File: config.mk
export PLATFORM = sky130hd
export DESIGN_NAME = serial_sar_seq
export DESIGN_NICKNAME = d
export VERILOG_FILES = /design/src/rtl/serial_sar_pkg.sv /design/src/rtl/sar_sync.sv /design/src/rtl/sar_level_sel.sv /design/src/rtl/sar_core.sv /design/src/rtl/sar_port.sv /design/src/rtl/serial_sar_seq.sv
export SDC_FILE = /design/constraint.sdc
export NUM_CORES = 1
export LEC_CHECK = 0
export BUFFER_PORTS_ARGS = -buffer_cell sky130_fd_sc_hd__buf_2
export CAP_MARGIN = 20
export CORE_MARGIN = 2
export CORE_UTILIZATION = 36
export DETAILED_ROUTE_END_ITERATION = 10
export PLACE_DENSITY = 0.59
export SLEW_MARGIN = 30
export SYNTH_ARGS = -nofsm -noshare
export SYNTH_HDL_FRONTEND = slang
export SYNTH_SLANG_ARGS = --single-unit
File: constraint.sdc
create_clock -name clk -period 2.4 [get_ports clk]
set_input_delay 0.48 -clock clk [delete_from_list [all_inputs] [get_ports clk]]
set_output_delay 0.48 -clock clk [all_outputs]
set_load 0.03 [all_outputs]
File: src/rtl/serial_sar_pkg.sv
package serial_sar_pkg;
  typedef enum logic [1:0] {
    PS_IDLE  = 2'd0,
    PS_FRAME = 2'd1,
    PS_WAIT  = 2'd2,
    PS_TAIL  = 2'd3
  } port_state_e;
endpackage

File: src/rtl/sar_sync.sv
module sar_sync #(
  parameter int N = 1,
  parameter int STAGES = 2,
  parameter logic [N-1:0] INIT = '0
) (
  input  logic         clk,
  input  logic         rst_n,
  input  logic [N-1:0] d,
  output logic [N-1:0] q
);
  logic [STAGES-1:0][N-1:0] stg;

  always_ff @(posedge clk or negedge rst_n) begin
    if (!rst_n) stg <= {STAGES{INIT}};
    else        stg <= {stg[STAGES-2:0], d};
  end

  assign q = stg[STAGES-1];
endmodule

File: src/rtl/sar_level_sel.sv
module sar_level_sel #(
  parameter int DW = 10,
  parameter int NCH = 5,
  parameter int AW = 4
) (
  input  logic [AW-1:0]     addr,
  input  logic [NCH*DW-1:0] levels,
  output logic [DW-1:0]     level
);
  localparam logic [AW-1:0] CODE_MID  = AW'(11);
  localparam logic [AW-1:0] CODE_LOW  = AW'(12);
  localparam logic [AW-1:0] CODE_HIGH = AW'(13);
  localparam logic [DW-1:0] LVL_MID   = {1'b1, {(DW-1){1'b0}}};

  logic [DW-1:0] lv [NCH];

  for (genvar g = 0; g < NCH; g++) begin : g_lv
    assign lv[g] = levels[g*DW +: DW];
  end

  always_comb begin
    level = '0;
    for (int i = 0; i < NCH; i++) begin
      if (addr == AW'(i)) level = lv[i];
    end
    if (addr == CODE_MID)  level = LVL_MID;
    if (addr == CODE_LOW)  level = '0;
    if (addr == CODE_HIGH) level = '1;
  end
endmodule

File: src/rtl/sar_core.sv
module sar_core #(
  parameter int DW = 10
) (
  input  logic          clk,
  input  logic          rst_n,
  input  logic          start,
  input  logic [DW-1:0] level,
  output logic          busy,
  output logic          done,
  output logic [DW-1:0] result,
  output logic [DW-1:0] held
);
  localparam int SW = $clog2(DW);

  logic [DW-1:0] code_q;
  logic [SW-1:0] step_q;
  logic [DW-1:0] cand;
  logic          keep;

  assign cand = code_q | (DW'(1) << step_q);
  assign keep = (cand <= held);

  always_ff @(posedge clk or negedge rst_n) begin
    if (!rst_n) begin
      busy   <= 1'b0;
      done   <= 1'b0;
      result <= '0;
      held   <= '0;
      code_q <= '0;
      step_q <= '0;
    end else begin
      done <= 1'b0;
      if (!busy) begin
        if (start) begin
          busy   <= 1'b1;
          held   <= level;
          code_q <= '0;
          step_q <= SW'(DW-1);
        end
      end else begin
        code_q <= keep ? cand : code_q;
        if (step_q == '0) begin
          busy   <= 1'b0;
          done   <= 1'b1;
          result <= keep ? cand : code_q;
        end else begin
          step_q <= step_q - 1'b1;
        end
      end
    end
  end
endmodule

File: src/rtl/sar_port.sv
module sar_port
  import serial_sar_pkg::*;
#(
  parameter int DW = 10,
  parameter int AW = 4,
  parameter int MAXCLK = 16,
  localparam int CW = $clog2(MAXCLK+1)
) (
  input  logic          clk,
  input  logic          rst_n,
  input  logic          cs_act,
  input  logic          rise,
  input  logic          fall,
  input  logic          din,
  input  logic          done,
  input  logic [DW-1:0] result,
  output logic          bit_out,
  output logic [AW-1:0] addr,
  output logic          start,
  output logic          samp,
  output logic [CW-1:0] fcnt
);
  localparam int RW = $clog2(AW+1);
  localparam logic [CW-1:0] F_SAMP = CW'(AW);
  localparam logic [CW-1:0] F_HOLD = CW'(DW);
  localparam logic [CW-1:0] F_LAST = CW'(MAXCLK);
  localparam logic [CW-1:0] F_SHIFT_END = CW'(DW-1);

  port_state_e   st;
  logic [DW-1:0] sreg;
  logic [RW-1:0] rcnt;
  logic          rseen;
  logic [CW-1:0] fcnt_nx;
  logic          rearm;

  assign bit_out = sreg[DW-1];
  assign fcnt_nx = (fall && fcnt < F_LAST) ? fcnt + 1'b1 : fcnt;

  always_comb begin
    rearm = 1'b0;
    if (cs_act) begin
      unique case (st)
        PS_IDLE:  rearm = 1'b1;
        PS_WAIT:  rearm = done && (!(rseen || rise) || fcnt_nx == F_LAST);
        PS_TAIL:  rearm = (fcnt_nx == F_LAST);
        default:  rearm = 1'b0;
      endcase
    end
  end

  always_ff @(posedge clk or negedge rst_n) begin
    if (!rst_n) begin
      st    <= PS_IDLE;
      sreg  <= '0;
      rcnt  <= '0;
      fcnt  <= '0;
      addr  <= '0;
      start <= 1'b0;
      samp  <= 1'b0;
      rseen <= 1'b0;
    end else begin
      start <= 1'b0;
      if (!cs_act) begin
        st   <= PS_IDLE;
        samp <= 1'b0;
      end else begin
        unique case (st)
          PS_FRAME: begin
            if (rise && rcnt < RW'(AW)) begin
              addr <= {addr[AW-2:0], din};
              rcnt <= rcnt + 1'b1;
            end
            if (fall) begin
              fcnt <= fcnt_nx;
              if (fcnt < F_SHIFT_END) sreg <= {sreg[DW-2:0], 1'b0};
              if (fcnt_nx == F_SAMP) samp <= 1'b1;
              if (fcnt_nx == F_HOLD) begin
                samp  <= 1'b0;
                start <= 1'b1;
                st    <= PS_WAIT;
              end
            end
          end
          PS_WAIT: begin
            fcnt <= fcnt_nx;
            if (rise) rseen <= 1'b1;
            if (done) st <= PS_TAIL;
          end
          PS_TAIL: begin
            fcnt <= fcnt_nx;
          end
          default: ;
        endcase
        if (rearm) begin
          st    <= PS_FRAME;
          sreg  <= result;
          rcnt  <= '0;
          fcnt  <= '0;
          rseen <= 1'b0;
          samp  <= 1'b0;
        end
      end
    end
  end
endmodule

File: src/rtl/serial_sar_seq.sv
module serial_sar_seq #(
  parameter int DW = 10,
  parameter int NCH = 5,
  parameter int AW = 4,
  parameter int MAXCLK = 16,
  parameter int SYNC = 2
) (
  input  logic              clk,
  input  logic              rst_n,
  input  logic              cs_n,
  input  logic              sclk,
  input  logic              sdin,
  output logic              sdout,
  output logic              sdout_en,
  output logic              eoc,
  output logic              samp_win,
  input  logic [NCH*DW-1:0] ch_level
);
  localparam int CW = $clog2(MAXCLK+1);

  logic [2:0]    sync_q;
  logic          cs_s, sclk_s, din_s, sclk_d;
  logic          rise, fall, cs_act;
  logic          bit_out, start, busy;
  logic          conv_done;
  logic [DW-1:0] conv_result, conv_held, level;
  logic [AW-1:0] addr;
  logic [CW-1:0] port_fcnt;

  sar_sync #(.N(3), .STAGES(SYNC), .INIT(3'b100)) u_sync (
    .clk(clk), .rst_n(rst_n), .d({cs_n, sclk, sdin}), .q(sync_q)
  );

  assign {cs_s, sclk_s, din_s} = sync_q;
  assign cs_act = ~cs_s;
  assign rise   = sclk_s & ~sclk_d;
  assign fall   = ~sclk_s & sclk_d;

  always_ff @(posedge clk or negedge rst_n) begin
    if (!rst_n) begin
      sclk_d   <= 1'b0;
      sdout_en <= 1'b0;
    end else begin
      sclk_d   <= sclk_s;
      sdout_en <= cs_act;
    end
  end

  sar_port #(.DW(DW), .AW(AW), .MAXCLK(MAXCLK)) u_port (
    .clk(clk), .rst_n(rst_n), .cs_act(cs_act), .rise(rise), .fall(fall),
    .din(din_s), .done(conv_done), .result(conv_result), .bit_out(bit_out),
    .addr(addr), .start(start), .samp(samp_win), .fcnt(port_fcnt)
  );

  sar_level_sel #(.DW(DW), .NCH(NCH), .AW(AW)) u_sel (
    .addr(addr), .levels(ch_level), .level(level)
  );

  sar_core #(.DW(DW)) u_core (
    .clk(clk), .rst_n(rst_n), .start(start), .level(level), .busy(busy),
    .done(conv_done), .result(conv_result), .held(conv_held)
  );

  assign eoc   = ~busy;
  assign sdout = sdout_en & bit_out;
endmodule

==> flow_summary.ini <==
[status]
outcome = complete, no violations

[placement]
place.gp.congestion = 0.884
hpwl_mm = 6.79
io_buffer_count = 58
detailed_place.area_um2 = 4630
placedCellCount = 637
setup_ws_pre_cts_ps = -83.2

[final_layout]
fillers = 1030
postLayoutCellArea_um2 = 5080
most-common-layout-cells = 69 x sky130_fd_sc_hd__dfrtp_1, 58 x sky130_fd_sc_hd__buf_2, 40 x sky130_fd_sc_hd__nor2_1
instances_no_fill = 656
antenna_cells_inserted = 0
layout_commonest_cell = sky130_fd_sc_hd__dfrtp_1
final_util = 0.463
post_route_cells_drive_above_1_share = 0.269
syn_to_final_growth_pct = 24.1
finish.net_count = 583

[timing]
postLayoutSetupSlackWorst_ps = 87.4
worst_margin_pin_slew_ps = 537
finClkSkew_ps = 9.03
layout_min_cycle_time_ps = 2310
report.final.hold_viol_count = 0
setup_violations = 0
period_share = 0.964
fmax_mhz = 432
final_slew_viol_count = 0
maxSlewHeadroom = 0.640

[floorplanning]
floorplan.initialDensity = 0.373
floorplan.die.width_um = 111
ios = 59
coreArea_um2 = 11000
placementRows = 38
floorplan.die_area_um2 = 12200
die_height_um = 111

[cts]
clk_pin_slew_ps = 60
cts_buffers = 9
level_count_of_the_clock_h_tree = 3
cts.root.buffer_cell = sky130_fd_sc_hd__clkbuf_16
cts.sink_count = 71
holdBufCountCts = 0
insertion_delay_ps = 330
clk_path_buf_depth = 2
clock_tree_from_tritoncts = built

[global_route]
grt_util_met3 = 0.0350
grt_antenna_before_repair = 0
grtUsageMet1 = 0.214
grt_start_max_net_pins = 72
gr-max-usage-layer = met2
grt_first_pass_wirelength_mm = 16.1
grt_use_total = 0.156
global_route.overflow_total = 0
gr-usage-met2 = 0.248
grt_pass1_vias = 3379

[synth]
ys_dominant_reg_cell = sky130_fd_sc_hd__dfrtp_1
syn-mean-instance-area_um2 = 9.31
synth-compound-area-share = 0.226
synthMuxAreaShare = 0.0354
post_synth_fa_ha_maj_area_fraction = 0.0519
ys_warn_count = 0
yosys.cell_types.count = 64
synth_enable_flop_cells = 0
synth_seq_area_share = 0.434
synth.net_count = 512
flip_flop_and_latch_count_after_synthesis = 71
dominant_combinational_cell_family_by_area_after_synthesis = compound AO/OA/AOI/OAI gates
synthSimpleGateAreaFrac = 0.185
syn_inst = 440
synth_async_sr_flop_share = 1.00
synthXorXnorAreaFrac = 0.0107
mappedNetlistArea_um2 = 4100

[power_and_ir_drop]
swShare = 0.273
total_power_w = 0.00313
vdd_drop_max_v = 0.000380
switching_power_w = 0.000856
cellPowerDensity_nw_per_um2 = 616
power.internal_w = 0.00228
p_comb_frac = 0.149
pwr-share-clk = 0.434
sequentialPowerShare = 0.418
p_leak_nw = 2.40

[route]
first_iter_violations = 224
via_count = 3489
drc = 0
ant_nets = 0
detail_route.vias_per_cell = 5.32
mean_routed_wirelength_per_cell_um = 14.6
drt_pre_antenna_iters = 4
routed_wirelength_mm = 9.55

[critical_path]
crit_type = flip-flop to flip-flop
cp_max_fo = 6
rr_startpoint = u_core.step_q[1]$_DFFE_PN0P_
cp_data_arrival_time_ps = 2540
worstSetupEndpointType = flip-flop
startpoint_types = flip-flop
ff2ff_setup_slack_ps = 90
r2r_cell_count = 9
cp_data_required_time_ps = 2620
worst_r2r_endpoint = u_core.code_q[3]$_DFFE_PN0P_

[worst_hold_path]
hold_class = input pin to asynchronous set/reset pin

[flow_run]
timing.max_cap.violations = 0
metrics by stage:
stage	hold WS (ps)	setup TNS, ps
4_1_cts	184	0
5_1_grt	205	-73.9
2_1_floorplan	184	0
3_5_place_dp	340	-494
6_report	173	0
3_3_place_gp	332	0
registers in the layout (all words and copies together) (netlist names), 2 cells and up:
register	count
u_core.step_q	4
u_port.rcnt	3
u_sync.stg	3
u_port.sreg	10
u_core.result	10
u_core.held	10
u_sync.q	3
u_port.addr	4
u_core.code_q	10
u_port.st	2
u_port.fcnt	5
kinds of logic after synthesis:
kind of cell | count (synthesis)
and+or+nand+nor | 150
AOI/OAI and AO/OA | 129
DFF | 71
buffers and inverters | 54
adders and majority gates | 17
muxes | 14
xor gates and xnor gates | 5
power groups by stage:
| stage | registers [W] | logic, W | clock network (W) |
|---|---|---|---|
| 4_1_cts | 0.00131 | 0.000475 | 0.00138 |
| 3_5_place_dp | 0.00133 | 0.000473 | 0 |
| 3_3_place_gp | 0.00133 | 0.000469 | 0 |
| 2_1_floorplan | 0.00127 | 0.000381 | 0 |
| 5_1_grt | 0.00132 | 0.000529 | 0.00145 |
| 6_report | 0.00131 | 0.000466 | 0.00136 |
critical path, cell delays in order (launching register included):
cell and delay (ps):
sky130_fd_sc_hd__dfrtp_1 420, sky130_fd_sc_hd__inv_2 80, sky130_fd_sc_hd__ha_2 200, sky130_fd_sc_hd__a21oi_1 170, sky130_fd_sc_hd__inv_1 70, sky130_fd_sc_hd__ha_1 300, sky130_fd_sc_hd__nand3_1 110, sky130_fd_sc_hd__or3_4 430
sky130_fd_sc_hd__o21a_4 170, sky130_fd_sc_hd__a311oi_1 260
layout make-up:
class / count / area (um2) / area share
inverters: 30 / 113 / 0.0222
well taps: 140 / 175 / 0.0345
clock buffers: 10 / 239 / 0.0470
repair buffers: 83 / 494 / 0.0972
multi-input cells: 316 / 2210 / 0.436
clock inverters: 6 / 67.6 / 0.0133
flip-flops and latches: 71 / 1780 / 0.350
worst max-delay path by stage:
stage / endpoint / start / cells after the start
2_1_floorplan: u_core.code_q[3]$_DFFE_PN0P_ / u_core.step_q[0]$_DFFE_PN0P_ / 9
3_3_place_gp: u_core.code_q[1]$_DFFE_PN0P_ / u_core.step_q[1]$_DFFE_PN0P_ / 9
5_1_grt: u_core.result[0]$_DFFE_PN0P_ / u_core.step_q[0]$_DFFE_PN0P_ / 10
4_1_cts: u_core.code_q[3]$_DFFE_PN0P_ / u_core.step_q[3]$_DFFE_PN0P_ / 10
3_5_place_dp: u_core.code_q[9]$_DFFE_PN0P_ / u_core.step_q[1]$_DFFE_PN0P_ / 9
6_report: u_core.code_q[3]$_DFFE_PN0P_ / u_core.step_q[1]$_DFFE_PN0P_ / 9
synth_stat cells (all sizes together), types with 4 or more instances:
library cell	n	area, um2
nor4	4	25.0
mux2	4	45.0
a311oi	8	70.1
nand3	10	50.1
ha	17	213
a21o	6	45.0
dfrtp	69	1730
nand2b	12	75.1
o31ai	4	35.0
a31oi	8	50.1
nand2	36	135
buf	6	50.0
o221ai	8	70.1
a22oi	7	52.6
and2	11	68.8
or3	4	25.0
nor2	41	154
o21ai	19	95.1
clkbuf	18	67.6
inv	30	113
a221o	8	80.1
a21oi	31	155
or2	4	25.0
mux2i	10	100
nor2b	11	68.8
a211oi	11	82.6
timing repair:
item	4_1_cts	5_1_grt
gates resized for setup	2	26
setup endpoints to repair	8	14
endpoints found under the hold margin	0	0
cloned	0	1
buffers inserted	1	1
pin swaps	0	7
layer usage:
| layer | routed length [um] | up-vias | part of all wire |
|---|---|---|---|
| met4 | 116 | 0 | 0.012 |
| met1 | 4570 | 1668 | 0.48 |
| met5 | 0 | - | 0 |
| met2 | 4500 | 80 | 0.47 |
| met3 | 367 | 8 | 0.038 |
| li1 | - | 1733 | - |
Power figures use the tool's default switching activity.
